<file path="src/rtl/pfc_pkg.sv">
package pfc_pkg;

    localparam int BUS_W = 32;
    localparam int NFLAG = 6;

    // data window offsets
    localparam logic [4:0] OFF_DATA  = 5'h00;
    localparam logic [4:0] OFF_META  = 5'h04;
    // status window offsets
    localparam logic [4:0] OFF_LEVEL = 5'h00;
    localparam logic [4:0] OFF_STAT  = 5'h04;
    localparam logic [4:0] OFF_EVT   = 5'h08;
    localparam logic [4:0] OFF_IE    = 5'h0C;
    localparam logic [4:0] OFF_AFTH  = 5'h10;
    localparam logic [4:0] OFF_AETH  = 5'h14;

    typedef struct packed {
        logic [7:0] rsv_hi;
        logic [7:0] err;
        logic [7:0] chan;
        logic       rsv7;
        logic [4:0] empty_cnt;
        logic       eop;
        logic       sop;
    } meta_t;

    // bit 0 full ... bit 5 underflow
    typedef struct packed {
        logic underflow;
        logic overflow;
        logic aempty;
        logic afull;
        logic empty;
        logic full;
    } flags_t;

    function automatic meta_t meta_clean(logic [BUS_W-1:0] w);
        meta_t m;
        m        = meta_t'(w);
        m.rsv_hi = '0;
        m.rsv7   = 1'b0;
        return m;
    endfunction

    function automatic logic [BUS_W-1:0] flags_word(flags_t f);
        return {{(BUS_W-NFLAG){1'b0}}, f};
    endfunction

endpackage

</file>
<file path="src/rtl/pfc_store.sv">
module pfc_store
    import pfc_pkg::*;
#(
    parameter int DEPTH = 16,
    parameter int CW    = $clog2(DEPTH + 1)
) (
    input  logic             clk,
    input  logic             rst,
    input  logic             push,
    input  logic             pop,
    input  logic [BUS_W-1:0] wdata,
    input  meta_t            wmeta,
    output logic [BUS_W-1:0] rdata,
    output meta_t            rmeta,
    output logic [CW-1:0]    level
);
    localparam int PW = (DEPTH > 1) ? $clog2(DEPTH) : 1;
    localparam logic [PW-1:0] LAST = PW'(DEPTH - 1);

    logic [BUS_W-1:0] data_mem [DEPTH];
    meta_t            meta_mem [DEPTH];
    logic [PW-1:0]    wptr, rptr;

    function automatic logic [PW-1:0] bump(logic [PW-1:0] p);
        return (p == LAST) ? '0 : p + 1'b1;
    endfunction

    always_ff @(posedge clk) begin
        if (push) begin
            data_mem[wptr] <= wdata;
            meta_mem[wptr] <= wmeta;
        end
    end

    always_ff @(posedge clk) begin
        if (rst) begin
            wptr  <= '0;
            rptr  <= '0;
            level <= '0;
        end else begin
            if (push) wptr <= bump(wptr);
            if (pop)  rptr <= bump(rptr);
            case ({push, pop})
                2'b10:   level <= level + 1'b1;
                2'b01:   level <= level - 1'b1;
                default: level <= level;
            endcase
        end
    end

    assign rdata = data_mem[rptr];
    assign rmeta = meta_mem[rptr];

endmodule

</file>
<file path="src/rtl/pfc_flags.sv">
module pfc_flags
    import pfc_pkg::*;
#(
    parameter int DEPTH   = 16,
    parameter int CW      = $clog2(DEPTH + 1),
    parameter int AF_INIT = DEPTH - 4
) (
    input  logic          clk,
    input  logic          rst,
    input  logic [CW-1:0] level,
    input  logic [CW-1:0] af_thr,
    input  logic [CW-1:0] ae_thr,
    input  logic          ovf_hit,
    input  logic          udf_hit,
    input  logic          clr_we,
    input  flags_t        clr_mask,
    input  flags_t        ie,
    output flags_t        status,
    output flags_t        events,
    output logic          irq
);
    // conditions as they stand right after reset (level 0)
    localparam flags_t PREV_INIT = '{underflow: 1'b0, overflow: 1'b0,
                                     aempty: 1'b1, afull: (AF_INIT == 0),
                                     empty: 1'b1, full: 1'b0};

    flags_t prev, rise, kill;

    always_comb begin
        status           = '0;
        status.full      = (level == CW'(DEPTH));
        status.empty     = (level == '0);
        status.afull     = (level >= af_thr);
        status.aempty    = (level <= ae_thr);

        rise             = status & ~prev;
        rise.overflow    = ovf_hit;
        rise.underflow   = udf_hit;

        kill             = clr_we ? clr_mask : '0;
    end

    always_ff @(posedge clk) begin
        if (rst) begin
            prev   <= PREV_INIT;
            events <= '0;
        end else begin
            prev   <= status;
            events <= (events & ~kill) | rise;
        end
    end

    assign irq = |(events & ie);

endmodule

</file>
<file path="src/rtl/pkt_fifo_csr.sv">
module pkt_fifo_csr
    import pfc_pkg::*;
#(
    parameter int DEPTH   = 16,
    parameter int AF_INIT = DEPTH - 4,
    parameter int AE_INIT = 4
) (
    input  logic             clk,
    input  logic             rst,
    input  logic             bus_req,
    input  logic             bus_we,
    input  logic             bus_win,
    input  logic [4:0]       bus_addr,
    input  logic [BUS_W-1:0] bus_wdata,
    output logic [BUS_W-1:0] bus_rdata,
    output logic             irq
);
    localparam int CW = $clog2(DEPTH + 1);

    logic [CW-1:0]    level, af_thr, ae_thr;
    logic [BUS_W-1:0] head_data;
    meta_t            head_meta, wr_meta, rd_meta;
    flags_t           st, ev, ie_q;
    logic [NFLAG-1:0] ev_bits, ie_bits;

    // access decode
    logic acc_dw, acc_dr, acc_mw, acc_mr, acc_cw, acc_cr;
    logic full_now, empty_now, push, pop;

    always_comb begin
        acc_dw    = bus_req &&  bus_we && !bus_win && bus_addr == OFF_DATA;
        acc_dr    = bus_req && !bus_we && !bus_win && bus_addr == OFF_DATA;
        acc_mw    = bus_req &&  bus_we && !bus_win && bus_addr == OFF_META;
        acc_mr    = bus_req && !bus_we && !bus_win && bus_addr == OFF_META;
        acc_cw    = bus_req &&  bus_we &&  bus_win;
        acc_cr    = bus_req && !bus_we &&  bus_win;
        full_now  = (level == CW'(DEPTH));
        empty_now = (level == '0);
        push      = acc_dw && !full_now;
        pop       = acc_dr && !empty_now;
    end

    pfc_store #(.DEPTH(DEPTH), .CW(CW)) u_store (
        .clk   (clk),
        .rst   (rst),
        .push  (push),
        .pop   (pop),
        .wdata (bus_wdata),
        .wmeta (wr_meta),
        .rdata (head_data),
        .rmeta (head_meta),
        .level (level)
    );

    pfc_flags #(.DEPTH(DEPTH), .CW(CW), .AF_INIT(AF_INIT)) u_flags (
        .clk      (clk),
        .rst      (rst),
        .level    (level),
        .af_thr   (af_thr),
        .ae_thr   (ae_thr),
        .ovf_hit  (acc_dw && full_now),
        .udf_hit  (acc_dr && empty_now),
        .clr_we   (acc_cw && bus_addr == OFF_EVT),
        .clr_mask (flags_t'(bus_wdata[NFLAG-1:0])),
        .ie       (ie_q),
        .status   (st),
        .events   (ev),
        .irq      (irq)
    );

    assign ev_bits = ev;
    assign ie_bits = ie_q;

    // writable registers
    always_ff @(posedge clk) begin
        if (rst) begin
            wr_meta <= '0;
            ie_q    <= '0;
            af_thr  <= CW'(AF_INIT);
            ae_thr  <= CW'(AE_INIT);
        end else begin
            if (acc_mw) wr_meta <= meta_clean(bus_wdata);
            if (acc_cw) begin
                case (bus_addr)
                    OFF_IE:   ie_q   <= flags_t'(bus_wdata[NFLAG-1:0]);
                    OFF_AFTH: af_thr <= bus_wdata[CW-1:0];
                    OFF_AETH: ae_thr <= bus_wdata[CW-1:0];
                    default:  ;
                endcase
            end
        end
    end

    // read path, one cycle latency
    always_ff @(posedge clk) begin
        if (rst) begin
            bus_rdata <= '0;
            rd_meta   <= '0;
        end else if (acc_dr) begin
            bus_rdata <= empty_now ? '0 : head_data;
            rd_meta   <= empty_now ? '0 : head_meta;
        end else if (acc_mr) begin
            bus_rdata <= rd_meta;
        end else if (acc_cr) begin
            case (bus_addr)
                OFF_LEVEL: bus_rdata <= {{(BUS_W-CW){1'b0}}, level};
                OFF_STAT:  bus_rdata <= flags_word(st);
                OFF_EVT:   bus_rdata <= flags_word(ev);
                OFF_IE:    bus_rdata <= flags_word(ie_q);
                OFF_AFTH:  bus_rdata <= {{(BUS_W-CW){1'b0}}, af_thr};
                OFF_AETH:  bus_rdata <= {{(BUS_W-CW){1'b0}}, ae_thr};
                default:   bus_rdata <= '0;
            endcase
        end
    end

endmodule

</file>
<file path="config.mk">
export PLATFORM = sky130hd
export DESIGN_NAME = pkt_fifo_csr
export DESIGN_NICKNAME = d
export VERILOG_FILES = /design/src/rtl/pfc_pkg.sv /design/src/rtl/pfc_store.sv /design/src/rtl/pfc_flags.sv /design/src/rtl/pkt_fifo_csr.sv
export SDC_FILE = /design/constraint.sdc
export NUM_CORES = 1
export LEC_CHECK = 0
export CORE_ASPECT_RATIO = 0.7
export CORE_MARGIN = 10
export CORE_UTILIZATION = 35
export DETAILED_ROUTE_END_ITERATION = 10
export MAX_ROUTING_LAYER = met4
export SLEW_MARGIN = 20
export SYNTH_ARGS = -nofsm -noshare
export SYNTH_HDL_FRONTEND = slang
export SYNTH_SLANG_ARGS = --single-unit
export TNS_END_PERCENT = 20
</file>
<file path="constraint.sdc">
create_clock -name clk -period 4.2 [get_ports clk]
set_clock_uncertainty 0.2 [all_clocks]
set_input_delay 0.42 -clock clk [delete_from_list [all_inputs] [get_ports clk]]
set_output_delay 0.42 -clock clk [all_outputs]
set_load 0.02 [all_outputs]
</file>
==> results of run 1 <==
-- worst max-delay path, stage by stage, from the launching register on --
cell,delay (ns)
dfxtp_1,0.41
nor4_1,0.71
nand2_1,0.21
and2_1,0.20
inv_1,0.08
ha_1,0.25
inv_1,0.11
fa_1,0.39
nor2b_1,0.15
o21ai_0,0.14
and3_1,0.22
nor3_1,0.20
xnor2_1,0.16
nor2_1,0.06
-- metrics by stage --
stage                     total power [mW]  setup slack [ns]  std cells  area, um^2   util
after global placement                11.2            0.0175       3409       41600  0.383
after global routing                  20.1             0.378       3580       44700  0.412
after floorplan                       11.0             0.441       1917       38400      -
after detailed placement              11.2             0.158       3409       41600  0.383
after CTS                             19.7             0.663       3579       44700  0.412
final                                 19.5             0.564       3581       44700  0.412
-- power groups by stage --
stage | Combinational, mW | Sequential [mW] | Clock, mW
after CTS | 0.219 | 10.8 | 8.71
final | 0.218 | 10.8 | 8.55
after detailed placement | 0.219 | 11.0 | 0
after global placement | 0.210 | 11.0 | 0
after floorplan | 0.0510 | 11.0 | 0
after global routing | 0.237 | 10.7 | 9.16
-- per-layer routing --
layer	vias to the layer above	global-route usage
li1	8098	-
met1	10325	0.227
met2	699	0.228
met3	99	0.0273
met4	0	0.0263
met5	-	-
-- placed cells by master (no fill, tap or decap), drive strengths merged, types with 9 or more instances in the layout --
master and instances:
nor2 76, a22oi 22, inv 51, clkbuf 122
dfxtp 121, a21oi 63, edfxtp 880, nand2 105
and2 14, buf 78, clkdlybuf4s50 73, o211ai 9
ha 19, mux2 24, bufinv 10, o21ai 33
nor3 9, clkinv 30, mux4 253, o22ai 20
mux2i 42
-- worst paths after layout --
path | slack [ns] | end | cells after the start | start
worst max-delay path | 0.56 | u_store.level[4]$_SDFFE_PP0P_ | 13 | u_store.level[1]$_SDFFE_PP0P_
worst min-delay path | 0.17 | rd_meta[18]$_SDFFE_PP0P_ | 2 | rst
worst min register to register | 0.25 | rd_meta[14]$_SDFFE_PP0P_ | 2 | rd_meta[14]$_SDFFE_PP0P_
worst max register to register | 0.56 | u_store.level[4]$_SDFFE_PP0P_ | 13 | u_store.level[1]$_SDFFE_PP0P_
-- cell type report --
type / instances / area, um^2 / share of cell area
multi-input cells: 768 / 8960 / 0.200
well taps: 1442 / 1800 / 0.0404
clock inverters: 48 / 566 / 0.0127
clock buffers: 122 / 2510 / 0.0561
repair buffers: 151 / 1820 / 0.0406
flip-flops and latches: 1001 / 28900 / 0.646
inverters: 47 / 176 / 0.00395
diodes: 2 / 5.00 / 0.000112
-- sequential cells by signal, summed over array words and instances, names as in the netlist, 6 cells and up, named ones only --
signal / flops
wr_meta: 23
rd_meta: 23
bus_rdata: 32
u_store.data_mem: 512
u_flags.events: 6
ie_bits: 6
u_store.meta_mem: 368
-- logic make-up after synthesis --
logic type               Yosys count
flip-flops                      1001
XOR/XNOR                           5
adder cells (fa/ha/maj)           20
AND/OR/NAND/NOR                  245
buffers and inverters            148
multiplexers                     319
AO/OA/AOI/OAI                    179
==> out/qor.csv, run 1 <==
stage,metric,value,unit
status,outcome,"finished, final reports clean",
route,vias,19221,
route,first_pass_iters,5,
clock_network,cts_made_buffers,91,
power,powerDensity,437,mW/mm^2
sta,slew_headroom,0.312,
sta,hold_violations,0,
clock_network,hold_buffers,0,
logic_synthesis,syn_inst,1917,
logic_synthesis,synth_fa_ha_area_frac,0.00672,
sta,post-route-period-util,0.866,
logic_synthesis,synthTopCellsByCount,"edfxtp_1 (880), mux4_2 (253), dfxtp_1 (121), nand2_1 (105), nor2_1 (75)",
clock_network,cts.htree.levels,3,
global_routing,grt_use_total,0.155,
global_routing,antenna_found_initial,3,
sta,rsz0062_at_grt,false,
power,p_int,15.7,mW
logic_synthesis,synth.most_common_cell,edfxtp_1,
setup_path,worstSetupStartpointType,flip-flop,
placed_design,place.gp.congestion,0.836,
route,drcViolationCount,0,
clock_network,cts_sinks,1001,
sta,max_slew.worst_pin.slew,1.03,ns
logic_synthesis,synth_edf_count,880,
route,dr_wl_met3,6070,um
sta,max_freq,0.275,GHz
route,wl_per_cell,26.3,um
power,p_clk_frac,0.438,
floorplan,row_count,101,
logic_synthesis,yosys.area.top_type,edfxtp_1,
route,avgViaCountPerCell,5.37,
global_routing,grt_first_pass_wirelength,139000,um
logic_synthesis,yosys_warnings,0,
logic_synthesis,yosys.area_share.simple,0.0284,
setup_path,path_max_fanout,7,
logic_synthesis,netlist_area,0.0384,mm^2
clock_network,clock_latency,0.69,ns
logic_synthesis,synth_cell_type_count,51,
logic_synthesis,synth_compound_area_frac,0.0288,
logic_synthesis,synth_flop_cell,edfxtp_1,
setup_path,cp.arrival,3.94,ns
logic_synthesis,yosys-mux-area-fraction,0.167,
floorplan,die_y,297,um
route,wirelength,94100,um
route,met1_length,43800,um
clock_network,clk_pin_slew,0.06,ns
sta,fin_hold_ws,0.167,ns
route,drt_iter0_drc,2569,
logic_synthesis,yosys.area.top_type_share,0.689,
setup_path,endpoint_kind,flip-flop,
logic_synthesis,synth_top_family_by_area,multiplexers,
setup_path,path_class,reg2reg,
logic_synthesis,synth_area_leaders,"edfxtp_1 (69%), mux4_2 (15%), dfxtp_1 (6.3%)",
hold_path,min_path_type,in2reg,
global_routing,grt_max_degree,65,
power,p_sw_frac,0.198,
floorplan,io_pins,75,
clock_network,cts_setup_buffers,0,
route,top_layer,met4,
global_routing,first_global_vias,19691,
sta,drv_slew,0,
finish,drive_above_1_share,0.244,
logic_synthesis,syn_nets,1979,
power,pwr-share-seq,0.551,
logic_synthesis,synth-xor-area-share,0.00114,
route,antenna_left,0,
floorplan,die_w,416,um
finish,area_delta_synth_final,16.5,%
floorplan,start_util,0.353,
placed_design,io_buffers,74,
sta,fin_setup_tns,0,ns
clock_network,clock_path_buffers,3,
floorplan,design.die.area,0.123,mm^2
power,irDropWorstVdd,0.000292,V
clock_network,cts_tree,yes,
clock_network,ctsResizeCount,0,
finish,nNetsFinal,2122,
logic_synthesis,synth-seq-area-share,0.752,
global_routing,overflow,0,
placed_design,dp_hpwl,55100,um
clock_network,root_buffer,clkbuf_16,
floorplan,core,0.109,mm^2
power,p_comb_frac,0.011,
power,power_leakage,13.5,nW
sta,setup_violations,0,
finish,nFillCells,9389,
power,p_switching,3.86,mW
logic_synthesis,synth.avg_cell_area,20.0,um^2
run,maxCapViolations,0,
logic_synthesis,ys_ff_latch,1001,
sta,min_period,3.64,ns
logic_synthesis,synthArstFlopShare,0,
route,dr_wl_met2,43000,um
setup_path,cp.required,4.51,ns
Note: power is estimated with default switching activity, not from simulation.
==> run 2, diff against run 1 <==
SLEW_MARGIN = unset   (was 20)
SYNTH_HIERARCHICAL = 1   (was unset)
==> out/qor.csv, run 2 <==
stage,metric,value,unit
clock_network,cts_made_buffers,109,
clock_network,ctsResizeCount,0,
setup_path,startpoint,u_store/level[3]$_SDFFE_PP0P_,
sta,fin_hold_ws,0.260,ns
global_routing,antenna_found_initial,8,
route,first_pass_iters,5,
route,drcViolationCount,0,
logic_synthesis,ys_ff_latch,1154,
clock_network,clock_path_buffers,3,
logic_synthesis,synthArstFlopShare,0,
setup_path,cp.arrival,3.84,ns
power,p_comb_frac,0.011,
setup_path,cp.required,4.60,ns
sta,max_freq,0.291,GHz
sta,min_period,3.43,ns
setup_path,r2r_cells,12,
logic_synthesis,synth_flop_cell,edfxtp_1,
floorplan,core,0.124,mm^2
finish,nNetsFinal,2588,
clock_network,cts_tree,yes,
finish,drive_above_1_share,0.206,
finish,nFillCells,10829,
placed_design,place.gp.congestion,0.859,
power,power_leakage,16.2,nW
route,antenna_left,0,
placed_design,place_ws,0.261,ns
floorplan,start_util,0.354,
setup_path,endpoint,u_store/level[4]$_SDFFE_PP0P_,
power,p_clk_frac,0.431,
finish,most-common-layout-cells,"edfxtp_1 (1024), mux4_2 (258), a22oi_1 (190), nand2_1 (165), conb_1 (146)",
setup_path,path_max_fanout,8,
sta,fin_ws,0.766,ns
logic_synthesis,synth.avg_cell_area,19.6,um^2
power,irDropWorstVdd,0.000301,V
global_routing,grt_first_pass_wirelength,163000,um
logic_synthesis,syn_inst,2245,
logic_synthesis,yosys.area.top_type,edfxtp_1,
logic_synthesis,yosys_warnings,6,
status,outcome,"finished, final reports clean",
global_routing,grt_use_total,0.161,
route,wl_per_cell,26.1,um
route,wirelength,111000,um
global_routing,grt_max_degree,71,
floorplan,die_y,317,um
placed_design,io_buffers,74,
route,avgViaCountPerCell,5.38,
run,maxCapViolations,0,
global_routing,overflow,0,
finish,area_delta_synth_final,16.5,%
logic_synthesis,synthTopCellsByCount,"edfxtp_1 (1024), mux4_2 (258), a22oi_1 (190), nand2_1 (165), dfxtp_1 (130)",
sta,setup_violations,0,
finish,layout_commonest_cell,edfxtp_1,
logic_synthesis,synth.most_common_cell,edfxtp_1,
setup_path,path_class,reg2reg,
sta,max_slew.worst_pin.slew,1.16,ns
power,p_sw_frac,0.197,
sta,rsz0062_at_grt,false,
floorplan,io_pins,75,
sta,hold_violations,0,
finish,reg_top3,"u_store/data_mem: 512 flops, u_store/meta_mem: 512 flops",
logic_synthesis,synth_cell_type_count,66,
clock_network,cts.htree.levels,3,
floorplan,row_count,108,
sta,slew_headroom,0.225,
clock_network,clk_pin_slew,0.06,ns
route,vias,22987,
placed_design,dp_hpwl,68300,um
power,pwr-share-seq,0.557,
logic_synthesis,synth_area_leaders,"edfxtp_1 (70%), mux4_2 (13%), dfxtp_1 (5.9%)",
power,powerDensity,434,mW/mm^2
setup_path,worstReg2RegStart,u_store/level[3]$_SDFFE_PP0P_,
setup_path,r2r_end,u_store/level[4]$_SDFFE_PP0P_,
logic_synthesis,yosys.area.top_type_share,0.698,
finish,regArea,0.0334,mm^2
floorplan,design.die.area,0.141,mm^2
finish,final_area,0.0513,mm^2
logic_synthesis,synth-seq-area-share,0.757,
floorplan,die_w,444,um
clock_network,cts_sinks,1154,
finish,multi_input_area,0.0106,mm^2
clock_network,clock_latency,0.72,ns
global_routing,first_global_vias,22840,
clock_network,root_buffer,clkbuf_16,
sta,drv_slew,0,
logic_synthesis,netlist_area,0.0441,mm^2
logic_synthesis,synth_edf_count,1024,
placed_design,placed_area,0.0479,mm^2
hold_path,min_path_type,reg2reg,
setup_path,ff2ff_setup_slack,0.77,ns
sta,post-route-period-util,0.818,
power,p_switching,4.40,mW
setup_path,worstSetupStartpointType,flip-flop,
power,p_int,17.9,mW
setup_path,endpoint_kind,flip-flop,
route,drt_iter0_drc,2663,
==> run 2: changes by cell type after synthesis, sizes merged, moves of 8 or more <==
cell | previous run | this run
inv | 47 | 17
o22ai | 20 | 0
a22oi | 22 | 191
a32oi | 8 | 0
buf | 42 | 63
o21ai | 33 | 41
mux2 | 24 | 5
a21oi | 63 | 46
nand2 | 105 | 166
dfxtp | 121 | 130
edfxtp | 880 | 1024
mux2i | 42 | 21
==> run 2: worst min path at each step <==
stage | slack, ns | endpoint | startpoint | depth (start not counted)
6_report | 0.26 | bus_rdata[27]$_SDFFE_PP0P_ | bus_rdata[27]$_SDFFE_PP0P_ | 2
5_1_grt | 0.29 | bus_rdata[17]$_SDFFE_PP0P_ | bus_rdata[17]$_SDFFE_PP0P_ | 2
4_1_cts | 0.27 | bus_rdata[27]$_SDFFE_PP0P_ | bus_rdata[27]$_SDFFE_PP0P_ | 2
3_5_place_dp | 0.25 | bus_rdata[27]$_SDFFE_PP0P_ | bus_rdata[27]$_SDFFE_PP0P_ | 2
3_3_place_gp | 0.25 | bus_rdata[27]$_SDFFE_PP0P_ | bus_rdata[27]$_SDFFE_PP0P_ | 2
2_1_floorplan | 0.25 | af_thr[1]$_SDFFE_PP0P_ | af_thr[1]$_SDFFE_PP0P_ | 2
==> run 2: per-layer routing <==
metal / track usage / share of wire / wire length [um]
met1: 0.238 / 0.45 / 50100
met2: 0.230 / 0.45 / 49700
met3: 0.0289 / 0.084 / 9390
met4: 0.0383 / 0.020 / 2230
met5: - / 0 / 0
==> run 2: cell families (layout without fill, tap and decap cells) <==
| logic type | after synthesis | after routing | synth area share |
|---|---|---|---|
| other cells | 2 | 152 | 0.000170 |
| compound gates | 311 | 311 | 0.0486 |
| simple gates | 324 | 324 | 0.0336 |
| xor+xnor | 6 | 6 | 0.00119 |
| mux | 284 | 284 | 0.138 |
| buf+inv | 145 | 373 | 0.0162 |
| flops | 1154 | 1154 | 0.757 |
| fa+ha+maj | 19 | 19 | 0.00540 |
==> run 2: worst max-delay path: stages (launching register included) <==
cell       delay [ns]
dfxtp_1          0.30
buf_4            0.16
nor4_1           0.59
a2111oi_1        0.23
buf_4            0.21
inv_1            0.08
ha_1             0.35
xor2_1           0.14
ha_1             0.24
nor3_1           0.21
o211ai_1         0.15
o31ai_1          0.10
mux2_2           0.36
==> run 2: power by group through the flow <==
stage	sequential [mW]	clock (mW)	combinational (mW)
final	12.4	9.62	0.252
after global routing	12.4	10.3	0.279
after CTS	12.4	9.83	0.251
after detailed placement	12.7	0	0.250
after global placement	12.7	0	0.240
after floorplan	12.7	0	0.0679
==> run 2: metrics by stage <==
| step | setup TNS, ns | std cells | utilization | power [mW] |
|---|---|---|---|---|
| 2_1_floorplan | -229.96 | 2389 | - | 12.7 |
| 3_3_place_gp | 0 | 4065 | 0.385 | 12.9 |
| 3_5_place_dp | 0 | 4065 | 0.385 | 12.9 |
| 4_1_cts | 0 | 4267 | 0.412 | 22.5 |
| 5_1_grt | 0 | 4271 | 0.413 | 23.0 |
| 6_report | 0 | 4273 | 0.413 | 22.3 |
==> run 2: repair_timing <==
item                                   in CTS  in global routing
endpoints found under the hold margin      25                  0
hold buffers                                1                  0
buffers inserted                            0                  0
==> run 2: final cells by class <==
type	instances	area share
clock inverter	57	0.0101
sequential	1154	0.650
multi-input combinational	1090	0.207
tap	1650	0.0402
inverter	17	0.00124
clock buffer	144	0.0573
timing repair buffer	155	0.0346
antenna	6	0.000292
